==> src/rtl/pbc_pkg.sv <==
package pbc_pkg;

  typedef enum logic {
    PWR_OFF = 1'b0,
    PWR_ON  = 1'b1
  } pwr_state_e;

  // Code 0..2 pick a parameterised tick limit, code 3 means no wait.
  function automatic int unsigned sel_limit(input logic [1:0] code,
                                            input int unsigned lim_a,
                                            input int unsigned lim_b,
                                            input int unsigned lim_c);
    case (code)
      2'd0:    sel_limit = lim_a;
      2'd1:    sel_limit = lim_b;
      2'd2:    sel_limit = lim_c;
      default: sel_limit = 0;
    endcase
  endfunction

  function automatic int unsigned max3(input int unsigned a,
                                       input int unsigned b,
                                       input int unsigned c);
    int unsigned m;
    m = (a > b) ? a : b;
    max3 = (m > c) ? m : c;
  endfunction

endpackage

==> src/rtl/pbc_debounce.sv <==
module pbc_debounce #(
  parameter int unsigned CNT_W = 4
) (
  input  logic             clk,
  input  logic             rst_n,
  input  logic             tick,
  input  logic             btn_raw,
  input  logic [CNT_W-1:0] limit,
  output logic             btn_sync,
  output logic             btn_db
);

  logic             meta_q, sync_q;
  logic             db_q, db_d;
  logic [CNT_W-1:0] cnt_q, cnt_d;

  always_ff @(posedge clk or negedge rst_n) begin
    if (!rst_n) begin
      meta_q <= 1'b0;
      sync_q <= 1'b0;
    end else begin
      meta_q <= btn_raw;
      sync_q <= meta_q;
    end
  end

  always_comb begin
    cnt_d = cnt_q;
    db_d  = db_q;
    if (sync_q != db_q) begin
      if (tick) begin
        if (cnt_q >= limit) begin
          db_d  = sync_q;
          cnt_d = '0;
        end else begin
          cnt_d = cnt_q + 1'b1;
        end
      end
    end else begin
      cnt_d = '0;
    end
  end

  always_ff @(posedge clk or negedge rst_n) begin
    if (!rst_n) begin
      cnt_q <= '0;
      db_q  <= 1'b0;
    end else begin
      cnt_q <= cnt_d;
      db_q  <= db_d;
    end
  end

  assign btn_sync = sync_q;
  assign btn_db   = db_q;

  // the debounced level only moves on a tick with a disagreement
  p_db_moves_on_tick_r2: assert property (@(posedge clk) disable iff (!rst_n)
    !$stable(db_q) |-> ($past(tick) && ($past(sync_q) != $past(db_q))));

  // no tick, no progress
  p_db_frozen_r9: assert property (@(posedge clk) disable iff (!rst_n)
    !tick |=> $stable(db_q));

endmodule

==> src/rtl/pbc_hold_timer.sv <==
module pbc_hold_timer #(
  parameter int unsigned CNT_W = 4
) (
  input  logic             clk,
  input  logic             rst_n,
  input  logic             tick,
  input  logic             run,
  input  logic [CNT_W-1:0] limit,
  output logic             fire
);

  logic [CNT_W-1:0] cnt_q, cnt_d;
  logic             done_q, done_d;

  assign fire = run & tick & ~done_q & (cnt_q >= limit);

  always_comb begin
    cnt_d  = cnt_q;
    done_d = done_q;
    if (!run) begin
      cnt_d  = '0;
      done_d = 1'b0;
    end else if (tick && !done_q) begin
      if (cnt_q >= limit) begin
        done_d = 1'b1;
      end else begin
        cnt_d = cnt_q + 1'b1;
      end
    end
  end

  always_ff @(posedge clk or negedge rst_n) begin
    if (!rst_n) begin
      cnt_q  <= '0;
      done_q <= 1'b0;
    end else begin
      cnt_q  <= cnt_d;
      done_q <= done_d;
    end
  end

  // one event per continuous hold
  p_single_fire_r5: assert property (@(posedge clk) disable iff (!rst_n)
    fire |=> !fire);

  // counter holds while the tick is low
  p_cnt_frozen_r9: assert property (@(posedge clk) disable iff (!rst_n)
    (run && !tick) |=> $stable(cnt_q));

endmodule

==> src/rtl/pbc_power_fsm.sv <==
module pbc_power_fsm
  import pbc_pkg::*;
(
  input  logic clk,
  input  logic rst_n,
  input  logic on_fire,
  input  logic sw_off,
  input  logic btn_db,
  output logic pwr_on,
  output logic armed,
  output logic off_evt
);

  pwr_state_e state_q, state_d;
  logic       hold_q, hold_d;

  assign off_evt = (state_q == PWR_ON) & sw_off;

  always_comb begin
    state_d = state_q;
    hold_d  = hold_q;
    case (state_q)
      PWR_OFF: if (on_fire) state_d = PWR_ON;
      PWR_ON:  if (sw_off)  state_d = PWR_OFF;
      default: state_d = PWR_OFF;
    endcase
    if (off_evt) begin
      hold_d = 1'b1;
    end else if (!btn_db) begin
      hold_d = 1'b0;
    end
  end

  always_ff @(posedge clk or negedge rst_n) begin
    if (!rst_n) begin
      state_q <= PWR_OFF;
      hold_q  <= 1'b0;
    end else begin
      state_q <= state_d;
      hold_q  <= hold_d;
    end
  end

  assign pwr_on = (state_q == PWR_ON);
  assign armed  = ~hold_q;

  // power comes on only from the on-delay timer
  p_on_from_timer_r4: assert property (@(posedge clk) disable iff (!rst_n)
    $rose(pwr_on) |-> $past(on_fire));

  // power goes off only from a software request
  p_off_from_sw_r6: assert property (@(posedge clk) disable iff (!rst_n)
    $fell(pwr_on) |-> $past(sw_off));

  // no on-delay progress while waiting for a release
  p_wait_release_r7: assert property (@(posedge clk) disable iff (!rst_n)
    (hold_q && !pwr_on) |-> !on_fire);

endmodule

==> src/rtl/pwr_button_ctrl.sv <==
module pwr_button_ctrl
  import pbc_pkg::*;
#(
  parameter int unsigned LIM_A = 50,
  parameter int unsigned LIM_B = 100,
  parameter int unsigned LIM_C = 500
) (
  input  logic       clk,
  input  logic       rst_n,
  input  logic       tick,
  input  logic       btn_raw,
  input  logic [1:0] cfg_debounce,
  input  logic [1:0] cfg_on_time,
  input  logic [1:0] cfg_press_time,
  input  logic       irq_mask,
  input  logic       sw_turn_off,
  input  logic       clr_btn_irq,
  input  logic       clr_set_off,
  input  logic       clr_emerg_off,
  output logic       btn_level,
  output logic       btn_irq_flag,
  output logic       btn_irq,
  output logic       set_off_flag,
  output logic       emerg_off_flag,
  output logic       pmic_en_n
);

  localparam int unsigned LIM_MAX = max3(LIM_A, LIM_B, LIM_C);
  localparam int unsigned CNT_W   = (LIM_MAX < 2) ? 1 : $clog2(LIM_MAX + 1);

  logic             rst_meta_q, rst_sync_q;
  logic [CNT_W-1:0] lim_db, lim_on, lim_press;
  logic             btn_db, btn_db_q, press_rise;
  logic             pwr_on, armed, off_evt, on_fire, long_fire;
  logic             irq_q, irq_d, spo_q, spo_d, eo_q, eo_d;

  // reset asserted asynchronously, released on the clock
  always_ff @(posedge clk or negedge rst_n) begin
    if (!rst_n) begin
      rst_meta_q <= 1'b0;
      rst_sync_q <= 1'b0;
    end else begin
      rst_meta_q <= 1'b1;
      rst_sync_q <= rst_meta_q;
    end
  end

  assign lim_db    = CNT_W'(sel_limit(cfg_debounce,   LIM_A, LIM_B, LIM_C));
  assign lim_on    = CNT_W'(sel_limit(cfg_on_time,    LIM_A, LIM_B, LIM_C));
  assign lim_press = CNT_W'(sel_limit(cfg_press_time, LIM_A, LIM_B, LIM_C));

  pbc_debounce #(.CNT_W(CNT_W)) u_debounce (
    .clk      (clk),
    .rst_n    (rst_sync_q),
    .tick     (tick),
    .btn_raw  (btn_raw),
    .limit    (lim_db),
    .btn_sync (btn_level),
    .btn_db   (btn_db)
  );

  pbc_hold_timer #(.CNT_W(CNT_W)) u_on_timer (
    .clk   (clk),
    .rst_n (rst_sync_q),
    .tick  (tick),
    .run   (~pwr_on & btn_db & armed),
    .limit (lim_on),
    .fire  (on_fire)
  );

  pbc_hold_timer #(.CNT_W(CNT_W)) u_press_timer (
    .clk   (clk),
    .rst_n (rst_sync_q),
    .tick  (tick),
    .run   (pwr_on & btn_db),
    .limit (lim_press),
    .fire  (long_fire)
  );

  pbc_power_fsm u_fsm (
    .clk     (clk),
    .rst_n   (rst_sync_q),
    .on_fire (on_fire),
    .sw_off  (sw_turn_off),
    .btn_db  (btn_db),
    .pwr_on  (pwr_on),
    .armed   (armed),
    .off_evt (off_evt)
  );

  assign press_rise = btn_db & ~btn_db_q;

  // status flags: clear first, a same-cycle set overrides it
  always_comb begin
    irq_d = irq_q;
    spo_d = spo_q;
    eo_d  = eo_q;
    if (clr_btn_irq)   irq_d = 1'b0;
    if (clr_set_off)   spo_d = 1'b0;
    if (clr_emerg_off) eo_d  = 1'b0;
    if (press_rise)           irq_d = 1'b1;
    if (long_fire || off_evt) spo_d = 1'b1;
    if (off_evt)              eo_d  = 1'b1;
  end

  always_ff @(posedge clk or negedge rst_sync_q) begin
    if (!rst_sync_q) begin
      btn_db_q <= 1'b0;
      irq_q    <= 1'b0;
      spo_q    <= 1'b0;
      eo_q     <= 1'b0;
    end else begin
      btn_db_q <= btn_db;
      irq_q    <= irq_d;
      spo_q    <= spo_d;
      eo_q     <= eo_d;
    end
  end

  assign btn_irq_flag   = irq_q;
  assign btn_irq        = irq_q & ~irq_mask;
  assign set_off_flag   = spo_q;
  assign emerg_off_flag = eo_q;
  assign pmic_en_n      = ~pwr_on;

  // the press flag rises only after a debounced press edge
  p_irq_cause_r3: assert property (@(posedge clk) disable iff (!rst_sync_q)
    $rose(irq_q) |-> $past(press_rise));

  // set-power-off rises only from a long press or software request
  p_spo_cause_r5: assert property (@(posedge clk) disable iff (!rst_sync_q)
    $rose(spo_q) |-> $past(long_fire || off_evt));

  // emergency-off rises only from a software request while on
  p_eo_cause_r6: assert property (@(posedge clk) disable iff (!rst_sync_q)
    $rose(eo_q) |-> $past(off_evt));

  // a flag cannot fall unless its clear was pulsed
  p_clear_only_r8: assert property (@(posedge clk) disable iff (!rst_sync_q)
    $fell(spo_q) |-> $past(clr_set_off));

endmodule

==> config.mk <==
export PLATFORM = sky130hd
export DESIGN_NAME = pwr_button_ctrl
export DESIGN_NICKNAME = d
export VERILOG_FILES = /design/src/rtl/pbc_pkg.sv /design/src/rtl/pbc_debounce.sv /design/src/rtl/pbc_hold_timer.sv /design/src/rtl/pbc_power_fsm.sv /design/src/rtl/pwr_button_ctrl.sv
export SDC_FILE = /design/constraint.sdc
export NUM_CORES = 1
export LEC_CHECK = 0
export BUFFER_PORTS_ARGS = -buffer_cell sky130_fd_sc_hd__buf_4
export CAP_MARGIN = 20
export CORE_ASPECT_RATIO = 1.2
export CORE_MARGIN = 2
export CORE_UTILIZATION = 40
export DETAILED_ROUTE_END_ITERATION = 6
export PLACE_DENSITY = 0.6
export RECOVER_POWER = 100
export SLEW_MARGIN = 20
export SYNTH_ARGS = -nofsm -noshare
export SYNTH_HDL_FRONTEND = slang
export SYNTH_SLANG_ARGS = --single-unit
==> constraint.sdc <==
create_clock -name clk -period 1.1 [get_ports clk]
set_input_delay 0 -clock clk [delete_from_list [all_inputs] [get_ports clk]]
set_output_delay 0 -clock clk [all_outputs]
set_load 0.005 [all_outputs]
* Word-level counts from Yosys, hierarchy flattened *
Index checks and enable logic that the tools add are counted.

word-level totals
  flip-flop bits (word level) = 40
  output and inout bits = 6
  input bits = 15
  logic and storage cells = 100

operators by class
  $lt $le $gt $ge = 3
  add/subtract/negate cells = 3
  muxes and demuxes = 29
  reductions and logical operators = 16
  bitwise gates (word level) = 18
  eq/ne operators = 15

operators by type and width
  operator                                                                number
  9-bit 2-to-1 mux                                                        9
  9-bit case mux with 3 select lines                                      3
  9-bit by 1-bit adder with 9-bit output (second input constant)          3
  9-bit >= comparator                                                     3
  1-bit 2-to-1 mux                                                        16
  2-bit != test (second input constant)                                   8
  1-bit AND                                                               12
  2-bit AND reduction                                                     4
  2-bit by 1-bit equality test with 1-bit output (second input constant)  3
  2-bit equality test (second input constant)                             3
  2-bit zero test                                                         3
  1-bit NOT                                                               6
  2-bit nonzero test                                                      3
  3-bit AND reduction                                                     1
  1-bit logical AND                                                       2
  1-bit zero test                                                         2
  1-bit case mux with 2 select lines                                      1
  1-bit logical OR                                                        1
  1-bit != test                                                           1

* Logic depth before layout (Yosys ltp) *
  depth in word-level cells = 8
  mapped depth = 11
  mapped depth without buffers = 9

* Cells and area by module *
Synthesis repeated with hierarchy kept, for this count alone.

unflattened totals
  cell total of the unflattened synthesis = 322
  area, all modules = 2,836.5 µm²

modules (own cells, without submodules)
  module           cells each  area each (µm²)  sequential area each (µm²)  instances
  pbc_hold_timer   86          740.7            250.2                       2
  pbc_debounce     96          852.1            300.3                       1
  pwr_button_ctrl  47          425.4            150.1                       1
  pbc_power_fsm    7           77.6             50.0                        1

* Worst setup path before layout *
No wires, ideal clock.

  kind = register -> register
  start point = register u_on_timer.cnt_q[8]
  end point = register u_on_timer.cnt_q[5]
  cell stages (with the launch flop) = 8
  path buffers = 1
  data required time = 1.022 ns
  path slack = -0.941 ns
  library setup time = 0.078 ns
  clock period less this slack = 2.041 ns
  arrival time = 1.963 ns
  path through = dfrtp_1 > ha_1 > a21oi_2 > o21ai_2 > buf_6 > or4_4 > or3_1 > a21oi_1

between the ends
  word-level cells in the longest chain between the ends = 3

RTL lines
  element                        RTL line              text
  from (decl)                    pbc_hold_timer.sv:12  logic [CNT_W-1:0] cnt_q, cnt_d;
  from (signal assigned)         pbc_hold_timer.sv:37  cnt_q <= cnt_d;
  9-bit >= comparator            pbc_hold_timer.sv:24  if (cnt_q >= limit) begin
  2-bit != test (no line)        --
  2-bit AND reduction (no line)  --

Every way passes these cells.
A chain may end at the register's enable or synchronous reset.

* Worst setup path in the final report *
  start point = register u_on_timer.cnt_q[6]
  end point = register u_on_timer.cnt_q[7]

between the ends
  word-level cells in the longest chain between the ends = 4
  elaborated cells on any way between the ends = 7
  classes of those cells = add/sub: 1; order compare: 1; eq/ne: 1; mux: 3; reduce/logical: 1

RTL lines
  element                                 RTL line              text
  9-bit by 1-bit adder with 9-bit output  pbc_hold_timer.sv:27  cnt_d = cnt_q + 1'b1;
  9-bit 2-to-1 mux                        pbc_hold_timer.sv:24
  9-bit 2-to-1 mux                        pbc_hold_timer.sv:23  end else if (tick && !done_q) begin
  9-bit 2-to-1 mux                        pbc_hold_timer.sv:20  if (!run) begin

Parallel ways exist; a longest one is shown, timed or not. The select of a mux whose other input is x is not followed.

==> flow_results.xml <==
<?xml version="1.0" encoding="UTF-8"?>
<metrics>
  <group name="finish">
    <metric name="finalNetCount" unit="">446</metric>
    <metric name="final_area" unit="sq um">4220</metric>
    <metric name="stdcell_count" unit="">481</metric>
    <metric name="flow.area_growth_from_synthesis" unit="%">64.3</metric>
    <metric name="diodes" unit="">0</metric>
    <metric name="reg.largest.list" unit="">u_debounce.cnt_q (9), u_on_timer.cnt_q (9), u_press_timer.cnt_q (9)</metric>
    <metric name="layout-drive-gt1-share" unit="%">50.9</metric>
  </group>
  <group name="sta">
    <metric name="max_slew.worst_pin.slew" unit="ns">0.515</metric>
    <metric name="final_max_slew_viol_count" unit="">0</metric>
    <metric name="layout_setup_ws" unit="ns">-0.881</metric>
    <metric name="clock.fmax" unit="MHz">505</metric>
    <metric name="skew" unit="ns">0.00506</metric>
    <metric name="rsz0062_at_grt" unit="">true</metric>
    <metric name="period_minus_slack" unit="ns">1.98</metric>
    <metric name="setup_viol_count_final" unit="">32</metric>
    <metric name="final_hold_viol_count" unit="">0</metric>
    <metric name="fin_crit_sh" unit="%">180</metric>
    <metric name="worst_slew_margin_rel" unit="%">65.7</metric>
  </group>
  <group name="synth">
    <metric name="synthesized_cell_area" unit="sq um">2570</metric>
    <metric name="mappedNetlistNets" unit="">324</metric>
    <metric name="synth_area_per_cell" unit="sq um">9.30</metric>
    <metric name="postSynthCellCount" unit="">276</metric>
    <metric name="yosysSeqAreaShare" unit="%">39.0</metric>
    <metric name="synth.lib_cells_used.distinct" unit="">44</metric>
    <metric name="synth_warnings" unit="">0</metric>
    <metric name="synth.ff_latch_count" unit="">40</metric>
  </group>
  <group name="routing">
    <metric name="drt-initial-drc-count" unit="">64</metric>
    <metric name="via_per_inst" unit="">5.23</metric>
    <metric name="route.detailed.drc" unit="">0</metric>
    <metric name="post_drt_wl_per_cell" unit="um">14.8</metric>
    <metric name="first_pass_iters" unit="">4</metric>
    <metric name="ant_nets" unit="">0</metric>
    <metric name="finalWirelength" unit="um">7130</metric>
    <metric name="routed-via-count" unit="">2517</metric>
  </group>
  <group name="global_routing">
    <metric name="grt_pass1_wl" unit="um">11800</metric>
    <metric name="grt_start_max_net_pins" unit="">28</metric>
    <metric name="antenna_found_initial" unit="">0</metric>
    <metric name="grt_resource_usage_total" unit="%">20.7</metric>
    <metric name="first_global_vias" unit="">2606</metric>
    <metric name="global_route.overflow_total" unit="">0</metric>
  </group>
  <group name="worst_setup_path">
    <metric name="reg2regPathDepth" unit="">6</metric>
    <metric name="required_worst_endpoint" unit="ns">1.33</metric>
    <metric name="rr_endpoint" unit="">u_on_timer.cnt_q[7]</metric>
    <metric name="regToRegSetupSlack" unit="ns">-0.88</metric>
    <metric name="cp.arrival" unit="ns">2.21</metric>
    <metric name="crit_path_start_kind" unit="">register</metric>
    <metric name="worstReg2RegStart" unit="">u_on_timer.cnt_q[6]</metric>
    <metric name="cp-end-kind" unit="">register</metric>
    <metric name="maximum_fanout_along_the_worst_path" unit="">4</metric>
    <metric name="critPathKind" unit="">register to register</metric>
  </group>
  <group name="die">
    <metric name="initial_core_util" unit="%">41.9</metric>
    <metric name="std_cell_rows" unit="">31</metric>
    <metric name="boundaryPins" unit="">21</metric>
    <metric name="fp.dieW" unit="um">77.1</metric>
    <metric name="design.die.area" unit="sq um">7070</metric>
    <metric name="die_height" unit="um">91.7</metric>
    <metric name="core_region_area" unit="sq um">6130</metric>
  </group>
  <group name="job">
    <metric name="maxCapViolations" unit="">0</metric>
  </group>
  <group name="cts">
    <metric name="worstSkewPairLatency" unit="ns">0.29</metric>
    <metric name="clkSlewWorstSetupHoldPaths" unit="ns">0.08</metric>
    <metric name="cts-root-to-sink-buffers" unit="">2</metric>
    <metric name="cts-htree-levels" unit="">2</metric>
    <metric name="cts_made_buffers" unit="">5</metric>
    <metric name="cts_num_sinks" unit="">40</metric>
    <metric name="cts_tree" unit="">done</metric>
    <metric name="cts_root_buffer" unit="">sky130_fd_sc_hd__clkbuf_8</metric>
  </group>
  <group name="place">
    <metric name="pre_cts_ws" unit="ns">-1.02</metric>
    <metric name="placed_cell_area" unit="sq um">3430</metric>
    <metric name="dp_cells" unit="">443</metric>
    <metric name="gp_congestion" unit="">0.829</metric>
    <metric name="dp_hpwl" unit="um">4490</metric>
    <metric name="port-buffer-count" unit="">20</metric>
  </group>
  <group name="power_and_ir_drop">
    <metric name="fin_total_pwr" unit="mW">3.56</metric>
    <metric name="leakage_power_summed_over_all_cells" unit="nW">1.91</metric>
    <metric name="pwr_density_cell" unit="nW/um^2">845</metric>
    <metric name="peakVddDrop" unit="mV">0.752</metric>
  </group>
  <group name="outcome">
    <metric name="failed_checks" unit="">negative setup slack</metric>
    <metric name="outcome" unit="">finished, violations left</metric>
  </group>
  <group name="min_path">
    <metric name="timing.hold.worst.class" unit="">input port to asynchronous set/reset pin</metric>
  </group>
</metrics>
cell families (layout without fill, tap and decap cells):
group                    after synthesis  in the layout  synth area share [%]
AO/OA/AOI/OAI                         64             66                  16.5
XOR/XNOR                               8              8                  2.73
adder cells (fa/ha/maj)               33             33                  16.1
buffers and inverters                 30            151                  4.83
flip-flops                            40             40                  39.0
multiplexers                           1              1                 0.439
other                                  1              1                 0.146
AND/OR/NAND/NOR                       99             99                  20.2
final cells by class:
class / count / area, sq um
fill: 482 / 1910
multi-input combinational: 208 / 1970
sequential: 40 / 1000
inverter: 23 / 86.3
clock inverter: 2 / 35.0
timing repair buffer: 120 / 947
clock buffer: 6 / 72.6
tap: 82 / 103
cells in the mapped netlist:
master	count	area share (%)
sky130_fd_sc_hd__o31ai_1	11	3.2
sky130_fd_sc_hd__a31o_2	1	0.34
sky130_fd_sc_hd__nand3_1	11	2.1
sky130_fd_sc_hd__a21oi_2	2	0.68
sky130_fd_sc_hd__xor2_1	6	2.0
sky130_fd_sc_hd__or2_1	1	0.24
sky130_fd_sc_hd__inv_1	23	3.4
sky130_fd_sc_hd__dfrtp_1	40	39
sky130_fd_sc_hd__nor2_1	20	2.9
sky130_fd_sc_hd__and3_1	1	0.24
sky130_fd_sc_hd__or4b_1	1	0.39
sky130_fd_sc_hd__ha_1	33	16
sky130_fd_sc_hd__nand2b_1	6	1.5
sky130_fd_sc_hd__o21ai_0	8	1.6
sky130_fd_sc_hd__o211ai_1	1	0.29
sky130_fd_sc_hd__nor4_1	1	0.24
sky130_fd_sc_hd__o41ai_1	2	0.68
sky130_fd_sc_hd__o311ai_0	1	0.34
sky130_fd_sc_hd__nand2_1	26	3.8
sky130_fd_sc_hd__or4_1	10	2.9
sky130_fd_sc_hd__a211o_1	1	0.34
sky130_fd_sc_hd__o311ai_2	1	0.63
sky130_fd_sc_hd__xnor2_1	2	0.68
sky130_fd_sc_hd__buf_4	1	0.29
sky130_fd_sc_hd__and2_1	2	0.49
sky130_fd_sc_hd__or2_2	1	0.24
sky130_fd_sc_hd__nor2b_1	1	0.24
sky130_fd_sc_hd__mux2_2	1	0.44
sky130_fd_sc_hd__clkbuf_1	5	0.73
sky130_fd_sc_hd__or3_1	8	2.0
sky130_fd_sc_hd__nand4_1	5	1.2
sky130_fd_sc_hd__nor3_1	1	0.19
sky130_fd_sc_hd__conb_1	1	0.15
sky130_fd_sc_hd__o21a_1	4	1.2
sky130_fd_sc_hd__o32ai_1	2	0.68
sky130_fd_sc_hd__or4_4	1	0.44
sky130_fd_sc_hd__and4b_1	1	0.39
sky130_fd_sc_hd__buf_6	1	0.44
sky130_fd_sc_hd__o31a_1	2	0.68
sky130_fd_sc_hd__a21oi_1	24	4.7
sky130_fd_sc_hd__o21ai_2	2	0.68
sky130_fd_sc_hd__a21o_1	1	0.29
sky130_fd_sc_hd__nand4b_1	2	0.68
sky130_fd_sc_hd__o22ai_1	1	0.24
critical path, cell delays in order, from the launching register on:
cell and delay, ns:
sky130_fd_sc_hd__dfrtp_1 0.43, sky130_fd_sc_hd__ha_4 0.23, sky130_fd_sc_hd__a21oi_2 0.13, sky130_fd_sc_hd__o21ai_2 0.10, sky130_fd_sc_hd__or4_4 0.54, sky130_fd_sc_hd__or4_1 0.41
sky130_fd_sc_hd__o21ai_1 0.08
stage by stage:
stage | setup TNS (ns) | hold WS [ns] | util [%]
after floorplan | -18.65 | -0.296 | -
after global placement | -23.95 | -0.218 | 56.0
after detailed placement | -25.43 | -0.216 | 56.0
after CTS | -20.94 | 0.00874 | 66.1
after global routing | -24.63 | 0.0149 | 68.8
final | -21.64 | 0.0172 | 68.8
cells in the final DEF, fill, tap and decap left out, drive strengths merged, types with 4 or more instances in the layout:
master	instances
buf	105
dfrtp	40
ha	33
nand2	26
a21oi	26
inv	23
nor2	20
clkbuf	16
nand3	11
o31ai	11
or4	11
o21ai	10
or3	8
xor2	6
nand2b	6
nand4	5
dlygate4sd3	5
o21a	4
o31a	4
routing by layer:
| metal | track usage, % | vias up | part of all wire (%) |
|---|---|---|---|
| met1 | 24.9 | 1227 | 42 |
| met5 | 0 | - | 0 |
| met3 | 2.95 | 14 | 2.6 |
| li1 | - | 1239 | - |
| met2 | 37.8 | 37 | 53 |
| met4 | 6.40 | 0 | 1.9 |
power breakdown:
group	internal (mW)	total [mW]	switching (mW)
combinational	0.410	0.792	0.382
sequential	1.52	1.57	0.0516
clock	0.674	1.20	0.527
repair_timing:
| action | 4_1_cts | 5_1_grt |
|---|---|---|
| resized for setup | 64 | 31 |
| hold buffers | 5 | 0 |
| endpoints found under the setup margin | 32 | 32 |
| endpoints found under the hold margin | 6 | 0 |
| pin swaps | 28 | 25 |
| gates cloned | 2 | 0 |
| setup buffers | 18 | 8 |
worst max path at each step:
stage / start / to / cells after the start
3_3_place_gp: cfg_on_time[0] / u_on_timer.cnt_q[7] / 10
5_1_grt: u_on_timer.cnt_q[6] / u_on_timer.cnt_q[7] / 6
6_report: u_on_timer.cnt_q[6] / u_on_timer.cnt_q[7] / 6
2_1_floorplan: u_on_timer.cnt_q[7] / u_on_timer.cnt_q[5] / 7
3_5_place_dp: cfg_press_time[0] / set_off_flag / 11
4_1_cts: u_on_timer.cnt_q[6] / u_on_timer.cnt_q[7] / 6
(Power assumes the default switching activity.)
